File: src/rtl/hfu_pkg.sv
package hfu_pkg;
  typedef enum logic [1:0] {
    SEL_RF  = 2'b00,
    SEL_MEM = 2'b01,
    SEL_WB  = 2'b10
  } fwd_sel_e;

  typedef enum logic [1:0] {
    BR_NONE = 2'b00,
    BR_EQ   = 2'b01,
    BR_NE   = 2'b10
  } br_kind_e;
endpackage

File: src/rtl/hfu_op_fwd.sv
module hfu_op_fwd
  import hfu_pkg::*;
#(
  parameter int RW = 5
) (
  input  logic [RW-1:0] src,
  input  logic          reads,
  input  logic          bypass_on,
  input  logic [RW-1:0] mem_dst,
  input  logic          mem_wr,
  input  logic          mem_load,
  input  logic [RW-1:0] wb_dst,
  input  logic          wb_wr,
  output fwd_sel_e      sel
);
  localparam logic [RW-1:0] ZERO_REG = '0;

  logic live, hit_mem, hit_wb;

  always_comb begin
    live    = reads && bypass_on && (src != ZERO_REG);
    hit_mem = live && mem_wr && !mem_load && (mem_dst == src);
    hit_wb  = live && wb_wr && (wb_dst == src);
    if (hit_mem)     sel = SEL_MEM;
    else if (hit_wb) sel = SEL_WB;
    else             sel = SEL_RF;
  end
endmodule

File: src/rtl/hfu_stall_ctl.sv
module hfu_stall_ctl #(
  parameter int RW = 5
) (
  input  logic [RW-1:0] id_src_a,
  input  logic [RW-1:0] id_src_b,
  input  logic          id_use_a,
  input  logic          id_use_b,
  input  logic          id_is_br,
  input  logic          bypass_on,
  input  logic [RW-1:0] ex_dst,
  input  logic          ex_wr,
  input  logic          ex_load,
  input  logic [RW-1:0] mem_dst,
  input  logic          mem_wr,
  input  logic          mem_load,
  output logic          stall
);
  localparam logic [RW-1:0] ZERO_REG = '0;

  logic rd_a, rd_b, ex_hit, mem_hit;
  logic load_use, br_wait, plain_wait;

  always_comb begin
    rd_a = (id_use_a || id_is_br) && (id_src_a != ZERO_REG);
    rd_b = (id_use_b || id_is_br) && (id_src_b != ZERO_REG);
    ex_hit  = ex_wr && ((rd_a && ex_dst == id_src_a) || (rd_b && ex_dst == id_src_b));
    mem_hit = mem_wr && ((rd_a && mem_dst == id_src_a) || (rd_b && mem_dst == id_src_b));
    load_use   = ex_hit && ex_load;
    br_wait    = id_is_br && (ex_hit || (mem_hit && mem_load));
    plain_wait = ex_hit || mem_hit;
    stall = bypass_on ? (load_use || br_wait) : plain_wait;
  end
endmodule

File: src/rtl/hfu_branch_cmp.sv
module hfu_branch_cmp
  import hfu_pkg::*;
#(
  parameter int RW = 5,
  parameter int DW = 32
) (
  input  br_kind_e      kind,
  input  logic [RW-1:0] src_a,
  input  logic [RW-1:0] src_b,
  input  logic [DW-1:0] rf_a,
  input  logic [DW-1:0] rf_b,
  input  logic          bypass_on,
  input  logic [RW-1:0] mem_dst,
  input  logic          mem_wr,
  input  logic          mem_load,
  input  logic [DW-1:0] mem_alu_val,
  input  logic          stall,
  output logic          flush
);
  localparam int NSRC = 2;
  localparam logic [RW-1:0] ZERO_REG = '0;

  logic [RW-1:0] srcs [NSRC];
  logic [DW-1:0] rfv  [NSRC];
  logic [DW-1:0] opv  [NSRC];

  assign srcs[0] = src_a;
  assign srcs[1] = src_b;
  assign rfv[0]  = rf_a;
  assign rfv[1]  = rf_b;

  for (genvar i = 0; i < NSRC; i++) begin : g_src
    logic take_mem;
    assign take_mem = bypass_on && mem_wr && !mem_load &&
                      (srcs[i] != ZERO_REG) && (mem_dst == srcs[i]);
    assign opv[i] = take_mem ? mem_alu_val : rfv[i];
  end

  logic same, taken;
  always_comb begin
    same = (opv[0] == opv[1]);
    case (kind)
      BR_EQ:   taken = same;
      BR_NE:   taken = !same;
      default: taken = 1'b0;
    endcase
    flush = taken && !stall;
  end
endmodule

File: src/rtl/hazard_fwd_unit.sv
module hazard_fwd_unit
  import hfu_pkg::*;
#(
  parameter int RW = 5,
  parameter int DW = 32
) (
  input  logic          clk,
  input  logic          rst_n,
  input  logic          bypass_en,
  input  logic [RW-1:0] id_src_a,
  input  logic [RW-1:0] id_src_b,
  input  logic          id_use_a,
  input  logic          id_use_b,
  input  logic [1:0]    id_br,
  input  logic [DW-1:0] id_rf_a,
  input  logic [DW-1:0] id_rf_b,
  input  logic [RW-1:0] ex_src_a,
  input  logic [RW-1:0] ex_src_b,
  input  logic          ex_use_a,
  input  logic          ex_use_b,
  input  logic          ex_store,
  input  logic [RW-1:0] ex_dst,
  input  logic          ex_wr,
  input  logic          ex_load,
  input  logic [RW-1:0] mem_dst,
  input  logic          mem_wr,
  input  logic          mem_load,
  input  logic [DW-1:0] mem_alu_val,
  input  logic [RW-1:0] wb_dst,
  input  logic          wb_wr,
  output logic [1:0]    fwd_a,
  output logic [1:0]    fwd_b,
  output logic [1:0]    fwd_st,
  output logic          stall_fd,
  output logic          bubble_ex,
  output logic          br_flush
);
  localparam int NOPS = 3;

  // registered mode: a change applies from the next cycle
  logic bypass_q;
  always_ff @(posedge clk or negedge rst_n) begin
    if (!rst_n) bypass_q <= 1'b1;
    else        bypass_q <= bypass_en;
  end

  br_kind_e kind;
  assign kind = br_kind_e'(id_br);

  logic [RW-1:0] op_src   [NOPS];
  logic          op_reads [NOPS];
  fwd_sel_e      op_sel   [NOPS];

  assign op_src[0] = ex_src_a;  assign op_reads[0] = ex_use_a;
  assign op_src[1] = ex_src_b;  assign op_reads[1] = ex_use_b;
  assign op_src[2] = ex_src_b;  assign op_reads[2] = ex_store;

  for (genvar k = 0; k < NOPS; k++) begin : g_op
    hfu_op_fwd #(.RW(RW)) u_fwd (
      .src      (op_src[k]),
      .reads    (op_reads[k]),
      .bypass_on(bypass_q),
      .mem_dst  (mem_dst),
      .mem_wr   (mem_wr),
      .mem_load (mem_load),
      .wb_dst   (wb_dst),
      .wb_wr    (wb_wr),
      .sel      (op_sel[k])
    );
  end

  assign fwd_a  = op_sel[0];
  assign fwd_b  = op_sel[1];
  assign fwd_st = op_sel[2];

  logic hold;
  hfu_stall_ctl #(.RW(RW)) u_stall (
    .id_src_a (id_src_a),
    .id_src_b (id_src_b),
    .id_use_a (id_use_a),
    .id_use_b (id_use_b),
    .id_is_br (kind != BR_NONE),
    .bypass_on(bypass_q),
    .ex_dst   (ex_dst),
    .ex_wr    (ex_wr),
    .ex_load  (ex_load),
    .mem_dst  (mem_dst),
    .mem_wr   (mem_wr),
    .mem_load (mem_load),
    .stall    (hold)
  );

  assign stall_fd  = hold;
  assign bubble_ex = hold;

  hfu_branch_cmp #(.RW(RW), .DW(DW)) u_br (
    .kind       (kind),
    .src_a      (id_src_a),
    .src_b      (id_src_b),
    .rf_a       (id_rf_a),
    .rf_b       (id_rf_b),
    .bypass_on  (bypass_q),
    .mem_dst    (mem_dst),
    .mem_wr     (mem_wr),
    .mem_load   (mem_load),
    .mem_alu_val(mem_alu_val),
    .stall      (hold),
    .flush      (br_flush)
  );
endmodule

File: config.mk
export PLATFORM = sky130hd
export DESIGN_NAME = hazard_fwd_unit
export DESIGN_NICKNAME = d
export VERILOG_FILES = /design/src/rtl/hfu_pkg.sv /design/src/rtl/hfu_op_fwd.sv /design/src/rtl/hfu_stall_ctl.sv /design/src/rtl/hfu_branch_cmp.sv /design/src/rtl/hazard_fwd_unit.sv
export SDC_FILE = /design/constraint.sdc
export NUM_CORES = 1
export LEC_CHECK = 0
export ABC_AREA = 1
export ABC_CLOCK_PERIOD_IN_PS = 6200
export BUFFER_PORTS_ARGS = -buffer_cell sky130_fd_sc_hd__buf_2
export CAP_MARGIN = 10
export CORE_MARGIN = 2
export CORE_UTILIZATION = 50
export CTS_BUF_LIST = sky130_fd_sc_hd__clkbuf_8
export CTS_CLUSTER_SIZE = 25
export DETAILED_ROUTE_END_ITERATION = 10
export MAX_ROUTING_LAYER = met4
export PLACE_DENSITY = 0.87
export SETUP_SLACK_MARGIN = 0.2
export SYNTH_ARGS = -nofsm -noshare
export SYNTH_HDL_FRONTEND = slang
export SYNTH_SLANG_ARGS = --single-unit
File: constraint.sdc
create_clock -name clk -period 6.2 [get_ports clk]
set_input_delay 1.24 -clock clk [delete_from_list [all_inputs] [get_ports clk]]
set_output_delay 1.24 -clock clk [all_outputs]
set_load 0.1 [all_outputs]
==> results.py <==
metrics = {
    "outcome": {
        "status": "finished, final reports clean",
    },
    "power": {
        "p_leak_uw": 0.002473,
        "peakVddDrop_mv": 0.05256,
        "pwr_density_cell_mw_per_mm2": 59.53,
    },
    "timing": {
        "fin_crit_ns": 5.251,
        "tightest_slew_ns": 0.7328,
        "setup_ws_ns": 0.9490,
        "relSlewSlack": 0.5109,
        "rsz0062_at_grt": "false",
        "setup_viol": 0,
        "final_max_slew_viol_count": 0,
        "fin_tns_setup_ns": 0,
        "hold_violations": 0,
        "timing.fmax_ghz": 0.1904,
        "fin_crit_sh": 0.8469,
    },
    "floorplanning": {
        "die_w_um": 81.21,
        "die_area_mm2": 0.006594,
        "core-area_mm2": 0.005851,
        "pin_count": 155,
        "fp.dieH_um": 81.21,
        "num_rows": 28,
        "start_util": 0.5094,
    },
    "route": {
        "vias": 4649,
        "avgViaCountPerCell": 5.450,
        "drtIter0Drc": 463,
        "ant_nets": 0,
        "drcViolationCount": 0,
        "post_drt_wl_per_cell_um": 12.61,
        "routed_wl_um": 10760,
        "first_pass_iters": 6,
    },
    "cells_and_area": {
        "largest_register": "bypass_q",
        "area_growth_pct": 25.48,
        "instances_no_fill": 853,
        "final_core_util": 0.6392,
        "diodes": 0,
        "finalInstanceArea_mm2": 0.003740,
        "nets": 926,
        "largest_reg_flops": 1,
        "drive_gt1_frac": 0.2185,
        "reg_top3": "bypass_q: 1 flops",
    },
    "grt": {
        "grt_pass1_vias": 3999,
        "overflow": 0,
        "grt_max_degree": 46,
        "grtUsageTotal": 0.3158,
        "antenna_found_initial": 0,
        "grt_pass1_wl_um": 16690,
    },
    "synthesis": {
        "yosys.cell_types.count": 31,
        "synth_edf_count": 0,
        "synth.cell_area_mm2": 0.002980,
        "synth_top_flop_cell": "dfstp_2",
        "avgSynthCellArea_um2": 4.564,
        "syn-num-nets": 799,
        "ys_async_sr_fraction": 1.000,
        "synth_seq_cells": 1,
        "yosysTopAreaCell": "nand2_1",
        "yosysSeqAreaShare": 0.008816,
        "synth.top_cell.area_share": 0.3526,
        "synth_area_leaders": "nand2_1, inv_1, nand4_1",
        "ys_warn_count": 0,
        "syn_inst": 653,
    },
    "place": {
        "pre_cts_ws_ns": 1.015,
        "io_buffers": 154,
        "place_inst": 853,
        "place_area_mm2": 0.003740,
        "place_congestion": 0.9613,
        "hpwl_um": 8466,
    },
    "critical_path": {
        "critPathMaxFanout": 38,
        "critPathLaunchType": "input pin",
        "critical_path_class": "input pin to output port",
        "required_ns": 4.96,
        "critPathCaptureType": "output port",
        "worstPathArrival_ns": 4.01,
    },
    "clock_tree": {
        "post-cts-setup-buffer-count": 0,
        "hold_buffers": 0,
        "clk_pin_slew_ns": 0,
        "cts_resized": 0,
    },
    "run": {
        "cap_viol_max_count": 0,
    },
    "hold_path": {
        "min_path_type": "input pin to async pin",
    },
}
==> critical path, stage by stage <==
cell,delay [ns]
buf_2,0.08
nand2_1,0.04
nor2_1,0.24
nand2_1,0.11
inv_2,0.07
nand3_2,0.56
buf_4,0.43
o21ai_1,0.14
nand2_1,0.07
nand2_1,0.07
nand2_1,0.05
nor2_1,0.09
nand2_1,0.05
nor2_1,0.13
a21oi_1,0.08
nor2_1,0.30
buf_12,0.22
==> final timing paths <==
check	from	end	slack, ns
max in group asynchronous	rst_n	bypass_q$_DFF_PN1_	5.00
worst max-delay path	mem_wr	br_flush	0.95
min in group clk	bypass_en	bypass_q$_DFF_PN1_	1.35
worst min-delay path	rst_n	bypass_q$_DFF_PN1_	1.18
==> through the flow <==
stage | hold slack [ns] | power (uW)
after global placement | 1.175 | 213.7
after global routing | 1.182 | 245.0
final | 1.178 | 222.7
after floorplan | 1.092 | 129.7
after CTS | 1.178 | 219.6
after detailed placement | 1.178 | 218.5
==> cells by family after synthesis <==
| logic type | synth area share |
|---|---|
| AND/OR/NAND/NOR | 0.6209 |
| XOR/XNOR | 0.06759 |
| AO/OA/AOI/OAI | 0.09698 |
| flip-flops | 0.008818 |
| buffers and inverters | 0.2057 |
==> power by group <==
| group | internal [uW] | switching, uW | leakage [uW] | total, uW |
|---|---|---|---|---|
| clock | 0 | 0 | 0 | 0 |
| combinational | 82.7 | 132 | 0.00246 | 215 |
| sequential | 7.26 | 0.625 | 0.0000105 | 7.88 |
| total | 90.0 | 133 | 0.00247 | 223 |
==> synth_stat cells, drive strengths merged, types with 2 or more instances <==
cell type    n
inv        114
nor4         2
nand2      280
nand4       54
clkbuf      17
o211ai       2
nor2        27
o2111ai      3
nand3       60
xnor2       14
buf         20
o21ai       33
o22ai        3
nor3         4
xor2         9
a21oi        3
==> layer usage <==
metal / GRT usage / wire length, um
met5: - / 0
met4: 0.1017 / 303
met3: 0.02222 / 1016
met2: 0.5777 / 5235
met1: 0.3643 / 4200
==> layout by cell type, fill, tap and decap left out, types with 3 or more instances in the layout <==
master and n:
nand2_1 279, buf_2 153, inv_1 112, nand3_1 59
nand4_1 54, o21ai_0 28, nor2_1 24, xnor2_1 14
xor2_1 9, buf_4 8, o21ai_1 5, nor3_1 4
o2111ai_1 3, o22ai_1 3, a21oi_1 3
==> area by class of cell <==
class | instances | area (um^2)
Inverter | 114 | 427.9
Fill cell | 605 | 2111
Timing Repair Buffer | 162 | 845.8
Sequential cell | 1 | 26.28
Multi-Input combinational cell | 501 | 2346
Tap cell | 75 | 93.84
(Power assumes the default switching activity.)
